--- src/rtl/snapctr_pkg.sv ---
package snapctr_pkg;
  // widest word index the strobe struct can carry
  localparam int IDX_W = 4;
  // command bit positions inside the command register
  localparam int CAPTURE_BIT = 1;
  localparam int ZERO_BIT    = 0;

  typedef struct packed {
    logic             capture;
    logic             zero;
    logic             wordWr;
    logic [IDX_W-1:0] wordIdx;
  } strobe_t;
endpackage

--- src/rtl/snapctr_ctrl.sv ---
module snapctr_ctrl
  import snapctr_pkg::*;
#(
  parameter int DATA_W = 32,
  parameter int ADDR_W = 2,
  parameter int WORDS  = 2
) (
  input  logic              clk,
  input  logic              rstN,
  input  logic              wrEn,
  input  logic [ADDR_W-1:0] addr,
  input  logic [DATA_W-1:0] wrData,
  output strobe_t           strobes,
  output logic [DATA_W-1:0] ctrlVal
);
  localparam logic [ADDR_W-1:0] CMD_ADDR = ADDR_W'(WORDS);

  logic cmdHit;
  assign cmdHit = wrEn && (addr == CMD_ADDR);

  // decode one write into at most one action group
  always_comb begin
    strobes = '0;
    if (cmdHit) begin
      strobes.capture = wrData[CAPTURE_BIT];
      strobes.zero    = wrData[ZERO_BIT];
    end else if (wrEn && (addr < CMD_ADDR)) begin
      strobes.wordWr  = 1'b1;
      strobes.wordIdx = IDX_W'(addr);
    end
  end

  // command bits are consumed in the write cycle and never stored
  always_ff @(posedge clk or negedge rstN) begin
    if (!rstN)
      ctrlVal <= '0;
    else if (cmdHit)
      ctrlVal <= {wrData[DATA_W-1:2], 2'b00};
  end

  assert_one_action_R7: assert property (@(posedge clk) disable iff (!rstN)
    $onehot0({strobes.capture | strobes.zero, strobes.wordWr}));

  assert_word_range_R11: assert property (@(posedge clk) disable iff (!rstN)
    strobes.wordWr |-> (strobes.wordIdx < IDX_W'(WORDS)));
endmodule

--- src/rtl/snapctr_datapath.sv ---
module snapctr_datapath
  import snapctr_pkg::*;
#(
  parameter int CNT_W  = 64,
  parameter int DATA_W = 32,
  parameter int ADDR_W = 2,
  parameter int WORDS  = 2
) (
  input  logic              clk,
  input  logic              rstN,
  input  logic              tickEn,
  input  strobe_t           strobes,
  input  logic [DATA_W-1:0] wrData,
  input  logic [DATA_W-1:0] ctrlVal,
  input  logic              rdEn,
  input  logic [ADDR_W-1:0] addr,
  output logic [DATA_W-1:0] rdData,
  output logic              rdValid
);
  logic [CNT_W-1:0]  cnt;
  logic [DATA_W-1:0] snapWord [WORDS];
  logic [DATA_W-1:0] rdMux;
  logic              rdWasCmd;

  always_ff @(posedge clk or negedge rstN) begin
    if (!rstN)       cnt <= '0;
    else if (tickEn) cnt <= cnt + 1'b1;
  end

  // zero wins over capture, so a combined command ends at zero
  for (genvar w = 0; w < WORDS; w++) begin : g_word
    always_ff @(posedge clk or negedge rstN) begin
      if (!rstN)
        snapWord[w] <= '0;
      else if (strobes.zero)
        snapWord[w] <= '0;
      else if (strobes.capture)
        snapWord[w] <= cnt[w*DATA_W +: DATA_W];
      else if (strobes.wordWr && (strobes.wordIdx == IDX_W'(w)))
        snapWord[w] <= wrData;
    end

    assert_capture_copy_R3: assert property (@(posedge clk) disable iff (!rstN)
      (strobes.capture && !strobes.zero) |=> snapWord[w] == $past(cnt[w*DATA_W +: DATA_W]));

    assert_zero_wins_R6: assert property (@(posedge clk) disable iff (!rstN)
      strobes.zero |=> snapWord[w] == '0);

    assert_idle_hold_R10: assert property (@(posedge clk) disable iff (!rstN)
      !(strobes.capture || strobes.zero || strobes.wordWr) |=> $stable(snapWord[w]));
  end

  always_comb begin
    rdMux = '0;
    for (int w = 0; w < WORDS; w++)
      if (addr == ADDR_W'(w)) rdMux = snapWord[w];
    if (addr == ADDR_W'(WORDS)) rdMux = ctrlVal;
  end

  always_ff @(posedge clk or negedge rstN) begin
    if (!rstN) begin
      rdData   <= '0;
      rdValid  <= 1'b0;
      rdWasCmd <= 1'b0;
    end else begin
      rdValid  <= rdEn;
      rdWasCmd <= rdEn && (addr == ADDR_W'(WORDS));
      if (rdEn) rdData <= rdMux;
    end
  end

  assert_count_step_R2: assert property (@(posedge clk) disable iff (!rstN)
    tickEn |=> cnt == $past(cnt) + 1'b1);

  assert_count_hold_R2: assert property (@(posedge clk) disable iff (!rstN)
    !tickEn |=> $stable(cnt));

  assert_read_valid_R9: assert property (@(posedge clk) disable iff (!rstN)
    rdEn |=> rdValid);

  assert_cmd_bits_low_R4: assert property (@(posedge clk) disable iff (!rstN)
    (rdValid && rdWasCmd) |-> rdData[1:0] == 2'b00);
endmodule

--- src/rtl/snapshot_counter.sv ---
module snapshot_counter
  import snapctr_pkg::*;
#(
  parameter int CNT_W  = 64,
  parameter int DATA_W = 32,
  parameter int ADDR_W = 2
) (
  input  logic              clk,
  input  logic              rstN,
  input  logic              tickEn,
  input  logic              wrEn,
  input  logic              rdEn,
  input  logic [ADDR_W-1:0] addr,
  input  logic [DATA_W-1:0] wrData,
  output logic [DATA_W-1:0] rdData,
  output logic              rdValid
);
  localparam int WORDS = (CNT_W + DATA_W - 1) / DATA_W;

  strobe_t           strobes;
  logic [DATA_W-1:0] ctrlVal;

  snapctr_ctrl #(.DATA_W(DATA_W), .ADDR_W(ADDR_W), .WORDS(WORDS)) i_ctrl (
    .clk(clk), .rstN(rstN), .wrEn(wrEn), .addr(addr), .wrData(wrData),
    .strobes(strobes), .ctrlVal(ctrlVal)
  );

  snapctr_datapath #(.CNT_W(CNT_W), .DATA_W(DATA_W), .ADDR_W(ADDR_W), .WORDS(WORDS)) i_dp (
    .clk(clk), .rstN(rstN), .tickEn(tickEn), .strobes(strobes), .wrData(wrData),
    .ctrlVal(ctrlVal), .rdEn(rdEn), .addr(addr), .rdData(rdData), .rdValid(rdValid)
  );
endmodule

--- config.mk ---
export PLATFORM = sky130hd
export DESIGN_NAME = snapshot_counter
export DESIGN_NICKNAME = d
export VERILOG_FILES = /design/src/rtl/snapctr_pkg.sv /design/src/rtl/snapctr_ctrl.sv /design/src/rtl/snapctr_datapath.sv /design/src/rtl/snapshot_counter.sv
export SDC_FILE = /design/constraint.sdc
export NUM_CORES = 1
export LEC_CHECK = 0
export CAP_MARGIN = 20
export CORE_ASPECT_RATIO = 0.5
export CORE_MARGIN = 1.5
export CORE_UTILIZATION = 53
export DETAILED_ROUTE_END_ITERATION = 12
export GPL_TIMING_DRIVEN = 1
export PLACE_DENSITY = 0.81
export REMOVE_ABC_BUFFERS = 1
export SLEW_MARGIN = 20
export SYNTH_ARGS = -nofsm -noshare
export SYNTH_HDL_FRONTEND = slang
export SYNTH_HIERARCHICAL = 1
export SYNTH_SLANG_ARGS = --single-unit
--- constraint.sdc ---
create_clock -name clk -period 2.2 [get_ports clk]
set_clock_uncertainty 0.15 [all_clocks]
set_input_delay 0.33 -clock clk [delete_from_list [all_inputs] [get_ports clk]]
set_output_delay 0.33 -clock clk [all_outputs]
set_load 0.05 [all_outputs]
==> results list <==
- By area, the combinational part of the netlist is dominated by simple AND/OR/NAND/NOR gates.
- Final standard cell count with taps included and fillers excluded: between 1,000 and 1,500
- The worst hold path begins at rdEn.
* Max Fclk: around 0.47 GHz
- After layout, the worst setup slack is ~76 ps.
* Setup crit end kind: flop
- Once detail routing completed, the nets flagged for antenna violations numbered 0.
- The number of global-route vias before repair came to 7,205.
- Capturing point of the worst reg2reg path: i_dp/cnt[56]
- The critical path is of the reg2reg type.
- Worst min path class: in2reg
- The floorplan step defined a core boundary enclosing ~0.017 mm^2.
- After Yosys synthesis, full adders, half adders and majority gates account for 0.1362% of the synthesized area.
- Cell leakage power: about 5.2 nW
- The worst pin sits at a relative slew slack of 66.10%.
* Element type at the critical path start: flop
- Share of synthesized area spent on multiplexers: under 10%
- Clock buffers created by TritonCTS: 17
* Slack of the worst reg-to-reg path: roughly 76 ps
- In the final layout, the share of cells above drive strength 1 is a little under a fifth.
* Total area of sequential cells: 0.004785 mm^2
- CTS tree: built
- Clock period minus worst slack: between 2000 and 2500 ps
- The max-slew violation count was 0.
- Highest ir drop seen on vdd: 0.5707 mV
- The final hold violation count was 0.
- Leaving out fill and tap cells, the most frequent cell in the layout is dfrtp_1.
- The detailed router finished its first iteration with around 490 violations.
* Cell Area, Synth: ~0.0092 mm^2
- Max-cap violations in this run came to 0.
- Before antenna repair, the detailed router went through 6 iterations.
* Endpoints failing setup: 0
* Power density over the cells: about 800 mW/mm^2
- After synthesis, flip-flops and latches occupy a little over half of the total area.
- The clock tree synthesis step divided the H-tree into 4 levels.
* Routability-driven placement congestion ratio: between 0.8 and 0.9
- Average instance area after synthesis: 10.32 um^2
* Std-Cell Rows: 33
- STA puts the critical path data arrival time at approximately 2300 ps.
- In the routed layout, each cell is associated on average with a via count of 5.680.
- The number of cells on the worst reg-to-reg path is 5.
- For the pin with the worst max-slew slack, the measured transition is between 500 and 600 ps.
- The detailed router placed 7,071 vias in this run.
- Biggest area consumer among synthesized cells: dfrtp_1
- Synth warn: 6
- The first global-routing pass estimated 37,090 um of wire.
- Number of antenna violations at the first check in global routing: 0
* Share of the synthesized area in the top cell type: 52.04%
* Number of stages on the worst hold path: 2
- The later pin in the worst-skew pair is clocked with a latency of between 400 and 500 ps.
- Summing all multi-input logic gate instances after layout gives 0.004183 mm^2.
- The number of placed instances, taps included, is about 1,200.
- Counting along the longest clock path gives a buffer depth of 2.
- Number of ports placed on the die boundary: between 70 and 80
- After Yosys synthesis, XOR and XNOR cells account for approximately 6% of the synthesized area.
- Global routing used a little over a quarter of the available tracks.
* FILL cells: around 1,200
* Layout area overhead: 23.80%
* Count of cell types in the netlist: between 40 and 50
* Inserted Diodes: 0
* Overall power after layout: just over 9 mW
* Fraction of the cycle the final worst path needs: 96.54%
- Residual DRC count: 0
- Final wirelength: about 23,000 um
- Maximum number of pins on one net before global-route repair: 66
* Starting density of the core: between 50% and 60%
- Start of the worst register-to-register path: i_dp/cnt[35]
- Number of flip-flops and latches in the synthesized netlist: ~190
* Wire length per cell after detailed routing: around 18 um
- From left edge to right edge, the die measures approximately 190 um.
* Full die area: 0.01817 mm^2
- Data on the critical path is required at its endpoint by ~2400 ps.
* Placed wire-length estimate: around 15,000 um
- Clock-pin slew was measured on the worst setup and hold paths at approximately 70 ps.
- Leaving out fill and tap cells, the most frequent cells in the layout are dfrtp_1, a21oi_1, nor2_1, nand2_1, buf_4.
* Top cells by area, synth: dfrtp_1, a21oi_1, o31ai_1
* Clock Sinks: ~190
- Synth Instances: 890
- At the placement stage, the worst setup path has a slack of -229.8 ps.
* Number of input and output port buffers inserted: between 70 and 80
- Worst hold margin: approximately 170 ps
- Compound-cell area share of the yosys netlist: 12.37%
* Root Buffer: clkbuf_16
- GRT overflow: 0
- The flow ran to the end, and the final reports show no timing, DRC or antenna violations.
- Total number of nets in the final design: between 1,000 and 1,500
- Chip Height: ~96 um
* CP max FO: 5
- The worst hold path terminates at i_dp/rdValid.
* Simple-gate share of the synthesized area: approximately 17%
## metal layers
layer	up-vias	track usage, %	share of wire (%)
li1	3320	-	-
met1	3524	36.42	47
met2	196	42.65	46
met3	31	5.250	5.9
met4	0	8.796	1.7
met5	-	0	0
## what timing repair did
action,4_1_cts,5_1_grt
resized for setup,6,13
hold endpoints to repair,49,0
pin swaps,4,7
setup endpoints to repair,2,15
cloned,0,1
buffers inserted,3,10
hold buffers,1,0
## cell type report
| class | count | share of cell area [%] |
|---|---|---|
| clock buffer | 20 | 4.017 |
| inverter | 17 | 0.5612 |
| clock inverter | 11 | 0.9684 |
| sequential | 191 | 42.08 |
| multi-input combinational | 624 | 36.79 |
| tap | 227 | 2.498 |
| timing repair buffer | 155 | 13.08 |
## sequential cells by signal (all words and copies together), names as in the netlist
name / cells
i_ctrl/ctrlVal: 30
i_dp/rdValid: 1
i_dp/cnt: 64
i_dp/rdData: 32
i_dp/snapWord: 64
## worst max-delay path by stage
| stage | cells after the start | endpoint | start |
|---|---|---|---|
| 6_report | 5 | i_dp/cnt[56] | i_dp/cnt[35] |
| 2_1_floorplan | 4 | i_dp/snapWord[0] | addr[0] |
| 4_1_cts | 5 | i_dp/cnt[44] | i_dp/cnt[26] |
| 5_1_grt | 5 | i_dp/cnt[56] | i_dp/cnt[40] |
| 3_5_place_dp | 6 | i_dp/cnt[44] | tickEn |
| 3_3_place_gp | 6 | i_dp/cnt[44] | tickEn |
## through the flow
step,utilization [%],setup TNS (ps),cell area (um^2)
2_1_floorplan,-,-344680,8900
3_3_place_gp,63.74,-9014,10610
3_5_place_dp,63.74,-10530,10610
4_1_cts,67.46,0,11220
5_1_grt,68.33,-106.1,11370
6_report,68.33,0,11370
## power by group
group | switching [mW] | internal (mW) | leakage, nW
sequential | 0.357 | 4.02 | 2.36
combinational | 0.995 | 0.794 | 2.61
clock | 1.35 | 1.62 | 0.257
total | 2.70 | 6.43 | 5.23
## Yosys cell counts, drive strengths merged
| cell type | count |
|---|---|
| clkbuf | 48 |
| xor2 | 32 |
| conb | 1 |
| and2 | 2 |
| nand4 | 18 |
| nor4 | 15 |
| or3 | 1 |
| buf | 15 |
| a21oi | 128 |
| mux2 | 31 |
| a211oi | 2 |
| nor2 | 92 |
| nand3 | 20 |
| nand3b | 1 |
| nand4b | 1 |
| and4bb | 1 |
| inv | 17 |
| dfrtp | 191 |
| or2 | 3 |
| nor3 | 12 |
| o31ai | 64 |
| and4 | 2 |
| or4 | 2 |
| mux2i | 32 |
| xnor2 | 31 |
| nand2 | 88 |
| and3 | 2 |
| ha | 1 |
| nor2b | 34 |
| nor4b | 3 |
## cell families after synthesis
kind of cell             after synthesis
XOR/XNOR                              63
AND/OR/NAND/NOR                      297
AO/OA/AOI/OAI                        194
multiplexers                          63
flip-flops                           191
buffers and inverters                 80
adder cells (fa/ha/maj)                1
other                                  1
## critical path, cell delays in order, from the launching register on
cell	delay, ps
dfrtp_1	410
nand4_1	190
or2_4	330
or4_4	540
nor4b_4	250
xnor2_1	160
Note: power is estimated with default switching activity, not from simulation.
